<file path="config.mk">
export PLATFORM = sky130hd
export DESIGN_NAME = pkt_hdr_parser
export DESIGN_NICKNAME = d
export VERILOG_FILES = /design/src/rtl/pkt_hdr_pkg.sv /design/src/rtl/hdr_decode.sv /design/src/rtl/byte_lane_pick.sv /design/src/rtl/pkt_hdr_parser.sv
export SDC_FILE = /design/constraint.sdc
export NUM_CORES = 1
export LEC_CHECK = 0
export BUFFER_PORTS_ARGS = -buffer_cell sky130_fd_sc_hd__buf_2
export CAP_MARGIN = 40
export CORE_UTILIZATION = 28
export CTS_CLUSTER_SIZE = 14
export DETAILED_ROUTE_END_ITERATION = 8
export HOLD_SLACK_MARGIN = 0.15
export PLACE_DENSITY = 0.52
export SYNTH_ARGS = -nofsm -noshare
export SYNTH_HDL_FRONTEND = slang
export SYNTH_SLANG_ARGS = --single-unit
</file>
<file path="constraint.sdc">
create_clock -name clk -period 5.6 [get_ports clk]
set_input_delay 0.84 -clock clk [delete_from_list [all_inputs] [get_ports clk]]
set_output_delay 0.84 -clock clk [all_outputs]
set_load 0.1 [all_outputs]
</file>
<file path="src/rtl/pkt_hdr_pkg.sv">
package pkt_hdr_pkg;

  localparam int WORD_BYTES = 4;
  localparam int PROTO_BIT  = 4;

  typedef enum logic [1:0] {
    END_STOP   = 2'd0,
    END_RSTART = 2'd1,
    END_CONT   = 2'd2
  } end_act_e;

  typedef struct packed {
    logic [9:0] addr;
    logic       ten_bit;
    logic       rd;
    logic       nack_cont;
    logic       hs;
    logic       start_byte;
    end_act_e   end_act;
  } xfer_desc_t;

  typedef enum logic [2:0] {
    S_HDR0, S_HDR1, S_HDR2, S_DESC, S_LOAD, S_EMIT, S_WAIT, S_DRAIN
  } pstate_e;

endpackage

</file>
<file path="src/rtl/hdr_decode.sv">
module hdr_decode
  import pkt_hdr_pkg::*;
(
  input  logic [4:0]  hi_flags,   // word 2 bits 22:18
  input  logic [1:0]  end_flags,  // word 2 bits 16:15
  input  logic [9:0]  addr_field, // word 2 bits 9:0
  output xfer_desc_t  desc
);
  logic ten;
  assign ten = hi_flags[0];

  always_comb begin
    desc.ten_bit    = ten;
    desc.addr       = ten ? addr_field : {3'b000, addr_field[7:1]};
    desc.rd         = hi_flags[1];
    desc.start_byte = hi_flags[2];
    desc.nack_cont  = hi_flags[3];
    desc.hs         = hi_flags[4];
    if (end_flags[0])      desc.end_act = END_CONT;
    else if (end_flags[1]) desc.end_act = END_RSTART;
    else                   desc.end_act = END_STOP;
  end
endmodule

</file>
<file path="src/rtl/byte_lane_pick.sv">
module byte_lane_pick #(
  parameter int LANES = 4,
  localparam int SEL_W = (LANES > 1) ? $clog2(LANES) : 1
) (
  input  logic [LANES*8-1:0] word,
  input  logic [SEL_W-1:0]   sel,
  output logic [7:0]         lane_byte
);
  logic [7:0] lanes [LANES];

  for (genvar g = 0; g < LANES; g++) begin : g_lane
    assign lanes[g] = word[g*8 +: 8];
  end

  assign lane_byte = lanes[sel];
endmodule

</file>
<file path="src/rtl/pkt_hdr_parser.sv">
module pkt_hdr_parser
  import pkt_hdr_pkg::*;
#(
  parameter int LEN_W = 12,
  localparam int CNT_W = LEN_W + 1
) (
  input  logic             clk,
  input  logic             rst_n,
  input  logic [31:0]      in_word,
  input  logic             in_valid,
  output logic             in_ready,
  output logic             desc_valid,
  input  logic             desc_ready,
  output logic [9:0]       desc_addr,
  output logic             desc_ten_bit,
  output logic             desc_read,
  output logic             desc_nack_cont,
  output logic             desc_hs,
  output logic             desc_start_byte,
  output logic [1:0]       desc_end,
  output logic [CNT_W-1:0] desc_len,
  output logic             byte_valid,
  input  logic             byte_ready,
  output logic [7:0]       byte_data,
  output logic             byte_last,
  input  logic             eng_done,
  output logic             hdr_err
);
  localparam int SEL_W = $clog2(WORD_BYTES);
  localparam logic [SEL_W-1:0] LAST_LANE = SEL_W'(WORD_BYTES - 1);
  localparam logic [CNT_W-1:0] WB = CNT_W'(WORD_BYTES);
  localparam logic [CNT_W-1:0] ONE = CNT_W'(1);

  pstate_e            state_q, state_d;
  xfer_desc_t         desc_q, dec;
  logic [CNT_W-1:0]   len_q, rem_q, rem_d;
  logic [31:0]        word_q;
  logic [SEL_W-1:0]   lane_q, lane_d;
  logic               err_q, err_d, hdr_err_q, hdr_err_d;
  logic               acc, byte_acc;
  logic               en_err, en_len, en_rem, en_desc, en_word, en_lane;

  hdr_decode u_dec (
    .hi_flags   (in_word[22:18]),
    .end_flags  (in_word[16:15]),
    .addr_field (in_word[9:0]),
    .desc       (dec)
  );

  byte_lane_pick #(.LANES(WORD_BYTES)) u_pick (
    .word      (word_q),
    .sel       (lane_q),
    .lane_byte (byte_data)
  );

  assign in_ready = (state_q == S_HDR0) || (state_q == S_HDR1) ||
                    (state_q == S_HDR2) || (state_q == S_LOAD) ||
                    (state_q == S_DRAIN);
  assign acc        = in_valid && in_ready;
  assign byte_valid = (state_q == S_EMIT);
  assign byte_acc   = byte_valid && byte_ready;
  assign byte_last  = (rem_q == ONE);
  assign desc_valid = (state_q == S_DESC);

  // next state and register enables
  always_comb begin
    state_d   = state_q;
    err_d     = err_q;
    rem_d     = rem_q;
    lane_d    = lane_q;
    hdr_err_d = 1'b0;
    en_err    = 1'b0;
    en_len    = 1'b0;
    en_rem    = 1'b0;
    en_desc   = 1'b0;
    en_word   = 1'b0;
    en_lane   = 1'b0;
    unique case (state_q)
      S_HDR0: if (acc) begin
        en_err    = 1'b1;
        err_d     = !in_word[PROTO_BIT];
        hdr_err_d = !in_word[PROTO_BIT];
        state_d   = S_HDR1;
      end
      S_HDR1: if (acc) begin
        en_len  = 1'b1;
        state_d = S_HDR2;
      end
      S_HDR2: if (acc) begin
        en_desc = 1'b1;
        en_rem  = 1'b1;
        rem_d   = len_q;
        if (!err_q)      state_d = S_DESC;
        else if (dec.rd) state_d = S_HDR0;
        else             state_d = S_DRAIN;
      end
      S_DESC: if (desc_ready) state_d = desc_q.rd ? S_WAIT : S_LOAD;
      S_LOAD: if (acc) begin
        en_word = 1'b1;
        en_lane = 1'b1;
        lane_d  = '0;
        state_d = S_EMIT;
      end
      S_EMIT: if (byte_acc) begin
        en_rem  = 1'b1;
        rem_d   = rem_q - ONE;
        en_lane = 1'b1;
        lane_d  = lane_q + SEL_W'(1);
        if (rem_q == ONE)            state_d = S_WAIT;
        else if (lane_q == LAST_LANE) state_d = S_LOAD;
      end
      S_WAIT: if (eng_done) state_d = S_HDR0;
      S_DRAIN: if (acc) begin
        en_rem = 1'b1;
        if (rem_q <= WB) begin
          rem_d   = '0;
          state_d = S_HDR0;
        end else begin
          rem_d = rem_q - WB;
        end
      end
      default: state_d = S_HDR0;
    endcase
  end

  // registers
  always_ff @(posedge clk or negedge rst_n) begin
    if (!rst_n) begin
      state_q   <= S_HDR0;
      err_q     <= 1'b0;
      hdr_err_q <= 1'b0;
      len_q     <= '0;
      rem_q     <= '0;
      desc_q    <= '0;
      word_q    <= '0;
      lane_q    <= '0;
    end else begin
      state_q   <= state_d;
      hdr_err_q <= hdr_err_d;
      if (en_err)  err_q  <= err_d;
      if (en_len)  len_q  <= CNT_W'(in_word[LEN_W-1:0]) + ONE;
      if (en_rem)  rem_q  <= rem_d;
      if (en_desc) desc_q <= dec;
      if (en_word) word_q <= in_word;
      if (en_lane) lane_q <= lane_d;
    end
  end

  assign hdr_err         = hdr_err_q;
  assign desc_addr       = desc_q.addr;
  assign desc_ten_bit    = desc_q.ten_bit;
  assign desc_read       = desc_q.rd;
  assign desc_nack_cont  = desc_q.nack_cont;
  assign desc_hs         = desc_q.hs;
  assign desc_start_byte = desc_q.start_byte;
  assign desc_end        = desc_q.end_act;
  assign desc_len        = len_q;
endmodule

</file>
After elaboration in Yosys (flattened, before gate mapping). Index checks and enable logic that the tools add are counted. Widths: inputs -> output; s select.

Output and inout bits: 43. Bits in writable memories: 0. ROM bits: 0. Register bits: 82. Bits of input ports: 38. Logic and storage cells: 94. Bits in latches: 0. Memories: 0.

Eq/ne operators: 19. Shift-type cells: 0. Add/subtract/negate cells: 4. Order comparisons: 2. Divide/modulo/power cells: 0. Bitwise operators: 1. Multipliers: 0. Mux-type cells: 39. Reduce and logical (&&, ||, !) cells: 15.

Operators with widths (count): $mux 13 (4); $mux 3 (13); $pmux 13 s3 (1); $pmux 3 s8 (1); $bmux 8 s2 (1); $mux 8 (2); $add 12x1->13 const B (1); $eq 13x1->1 const B (1); $le 13x3->1 const B (1); $sub 13x1->13 const B (1); $sub 13x3->13 const B (1); $eq 3x3->1 const B (4); $ne 2x2->1 const B (6); $mux 10 (1); $reduce_and 10->1 (1); $mux 1 (9); $mux 2 (4); $eq 3x2->1 const B (2); $ne 2x1->1 const B (3); $reduce_and 5->1 (1); $logic_or 1x1->1 (4); $pmux 1 s2 (2); $pmux 2 s2 (1); $reduce_and 4->1 (1); other kinds (13) (14).

Longest topological paths before layout.
Depth after elaboration: 9. Gate-level depth with buffers: 8. Gate-level depth less buffers: 7.

Modules after synthesis. From an unflattened synthesis, not the netlist that was laid out.

Cell total of the unflattened synthesis: 458. Area total of the unflattened synthesis: 4702.0 µm².

By module, submodules not included: pkt_hdr_parser (seq. area each 2052.0 µm², cells each 430, area an instance 4315.4 µm², instances 1); byte_lane_pick (seq. area each 0.0 µm², cells each 10, area an instance 196.4 µm², instances 1); hdr_decode (seq. area each 0.0 µm², cells each 18, area an instance 190.2 µm², instances 1).

Worst setup path after synthesis. OpenSTA, ideal clock, no wires.

Path type: register to output. From: register state_q[0]. To: output port in_ready. Data required time: 4.760 ns. Path slack: 1.311 ns. Buffers on the path: 2. Cell stages (with the launch flop): 7. Arrival: 3.449 ns. Path through: dfrtp_1 clkbuf_1 and2_1 clkbuf_1 nand2_1 clkinv_1 a21oi_1.

Longest elaborated chain between the ends: 5. Elaborated cells on any way between the ends: 9. Those cells by class: eq/ne: 4; reduce/logical: 5.

Ends and longest elaborated chain: start: declaration (RTL line pkt_hdr_parser.sv:34) `pstate_e state_q, state_d;`; start signal: assignment (RTL line pkt_hdr_parser.sv:138) `state_q <= state_d;`; $eq 3x1->1 / $logic_not 3->1 (equally long branches) (RTL line pkt_hdr_parser.sv:56) `assign in_ready = (state_q == S_HDR0) || (state_q == S_HDR1) ||`; $logic_or 1x1->1 (2 in series) (RTL line pkt_hdr_parser.sv:56); $logic_or 1x1->1 (RTL line pkt_hdr_parser.sv:57) `(state_q == S_HDR2) || (state_q == S_LOAD) ||`; $logic_or 1x1->1 * (RTL line pkt_hdr_parser.sv:57); end: declaration (RTL line pkt_hdr_parser.sv:11) `output logic in_ready,`.

Every way passes the cells marked *; elsewhere a longest branch is shown, timed or not.

Worst setup path in the final report.
From: register state_q[1]. To: output port in_ready.

Same word-level chain as after synthesis.

==> results.cfg <==
[run_status]
status = completed

[logic_synthesis]
seq_area_frac_synth_pct = 45.56
synth_compound_area_share_pct = 12.97
yosysWarnings = 0
synth_edf_count = 0
netlist_area_um2 = 4504
synth.net_count = 488
synthCells = 442
muxShareOfSynthArea_pct = 15.44
yosys.area.top_type = dfrtp_1
synthAdderAreaFrac_pct = 2.222
async_reset_ff_share_pct = 100.0
ys_seq_elements = 82
synth_top_family_by_area = simple AND/OR/NAND/NOR gates
synth_top_cells_by_area = dfrtp_1 (46%), mux2_2 (8.0%), nand2_1 (4.8%)
synthFlopType = dfrtp_1
synth-simple-area-share_pct = 16.44
synth_xor_area_share_pct = 3.306
post-synth-top-area-fraction_pct = 45.56
synth_cell_types = 59
synth_area_per_cell_um2 = 10.19

[detailed_routing]
drt-vias-per-instance = 4.988
drt_wl_total_mm = 12.48
ant_nets = 0
dr.pass1.iters = 4
remaining_drc_errors = 0
drt_iter0_drc = 192
via_count = 3611
wl_per_cell_um = 17.24

[cts]
cts-buffers-inserted = 9
cts_resized = 0
cts-root-buf = clkbuf_16
htreeDepth = 3
cts_buffer_depth = 2
cts.sinks = 82
postCtsSetupRepairBufs = 0
cts_tree = yes
postCtsHoldBufs = 0
clk_latency_ns = 0.34
clkSlewWorstSetupHoldPaths_ns = 0.06

[cells_and_area]
finalNetCount = 554
insertedDiodeCount = 0
area_delta_synth_final_pct = 19.81
final_cell_mix = dfrtp_1 (82), buf_2 (79), nand2_1 (58)
mostFrequentLayoutCell = dfrtp_1
n_fill_cell = 1643
drive_gt1_share_pct = 29.63
multi_input_area_um2 = 2275
ff_latch_area_um2 = 2052
fin_area_um2 = 5396

[grt]
grt.total_usage_pct = 16.19
grt_max_degree = 41
antenna_found_initial = 1
grt_pass1_wl_mm = 20.47
grt_pass1_vias = 3714
gr-total-overflow = 0

[setup_path]
crit_fanout = 20
endpoint_kind = output pin
critPathArrivalTime_ns = 2.97
setup.worst_path.class = reg -> out
cp_data_required_time_ns = 4.76
start_kind = flip-flop

[floorplanning]
core_um2 = 15430
ioPinCount = 81
die_w_um = 128.8
die-area_um2 = 16600
die_y_um = 128.8
initial_core_util_pct = 29.20
fp-row-count = 45

[timing]
hold_violations = 0
timing.final.crit_share_pct = 68.01
finalCriticalPeriod_ns = 3.809
setup_violations = 0
max_freq_mhz = 262.6
relSlewSlack_pct = 38.75
rsz0062_at_grt = false
worst_pin_slew_ns = 0.9103
tns_ns = 0
skew_ns = 0.007146
drv_slew = 0
timing.final.ws_setup_ns = 1.791

[place]
hpwl_mm = 9.411
placement.cell_area_um2 = 5111
portBuffers = 80
finalWeightedCongestion = 0.8799
place_ws_ns = 2.223

[run]
maxCapViolCount = 0

[hold_path]
hp-class = in -> async
Yosys cell counts, drive strengths merged (4+ instances only):
| cell | n |
|---|---|
| nand3 | 15 |
| a21oi | 25 |
| and3 | 5 |
| mux2i | 11 |
| nor4 | 7 |
| nor3 | 9 |
| a211oi | 4 |
| inv | 10 |
| o2111ai | 4 |
| buf | 11 |
| mux4 | 8 |
| nor2 | 26 |
| nand4 | 8 |
| o21ai | 25 |
| dfrtp | 82 |
| xnor2 | 9 |
| mux2 | 36 |
| nand2 | 58 |
| xor2 | 8 |
| clkbuf | 21 |
| ha | 8 |
path summary, 6_finish.rpt:
check                                               from                  endpoint  slack, ns  cells past startpoint
worst max register to register    state_q[1]$_DFFE_PN0P_     rem_q[12]$_DFFE_PN0P_       2.91                      5
worst min register to register  desc_addr[8]$_DFFE_PN0P_  desc_addr[8]$_DFFE_PN0P_       0.47                      2
worst max-delay path              state_q[1]$_DFFE_PN0P_                  in_ready       1.79                      5
max in group asynchronous                          rst_n    word_q[19]$_DFFE_PN0P_       4.36                      3
worst min-delay path                               rst_n     rem_q[11]$_DFFE_PN0P_       0.33                      1
min in group clk                desc_addr[8]$_DFFE_PN0P_  desc_addr[8]$_DFFE_PN0P_       0.47                      2
critical path, cell delays in order (launching register included):
cell and delay [ns]:
dfrtp_1 0.83, clkinv_1 0.53, nand2_1 0.29, clkinv_1 0.29
a21oi_1 0.24, buf_2 0.46
state kept, by name, summed over array words and instances, names as in the netlist:
signal / count
err_q: 1
hdr_err: 1
desc_addr: 10
desc_nack_cont: 1
desc_read: 1
word_q: 32
state_q: 3
lane_q: 2
desc_end: 2
rem_q: 13
desc_len: 13
desc_ten_bit: 1
desc_start_byte: 1
desc_hs: 1
per-layer routing:
metal | global-route usage (%) | part of all wire (%) | up-vias | wire length, um
li1 | - | - | 1724 | -
met2 | 25.44 | 45 | 88 | 5648
met3 | 3.909 | 5.9 | 15 | 734
met1 | 22.06 | 47 | 1784 | 5919
met4 | 4.775 | 1.4 | 0 | 180
met5 | 0 | 0 | - | 0
area by class of cell:
class | instances | share of cell area [%]
clock inverter | 7 | 1.113
multi-input combinational | 316 | 42.15
clock buffer | 9 | 4.173
sequential | 82 | 38.02
inverter | 12 | 0.8347
tap | 211 | 4.892
timing repair buffer | 87 | 8.811
logic make-up after synthesis:
family                   count (synthesis)
AO/OA/AOI/OAI                           86
XOR/XNOR                                17
adder cells (fa/ha/maj)                  8
buffers and inverters                   44
flip-flops                              82
multiplexers                            55
AND/OR/NAND/NOR                        150
per-stage QoR:
stage	hold slack, ns	utilization [%]	instances
finish	0.3322	34.98	724
global route	0.3295	34.98	724
CTS	0.3237	34.98	724
detailed placement	0.4560	33.13	708
global placement	0.4511	32.85	705
floorplan	0.4532	-	442
Power is left out: the tool's default activity adds up to more than one toggle a clock period on the data nets, which glitch-free logic cannot reach.
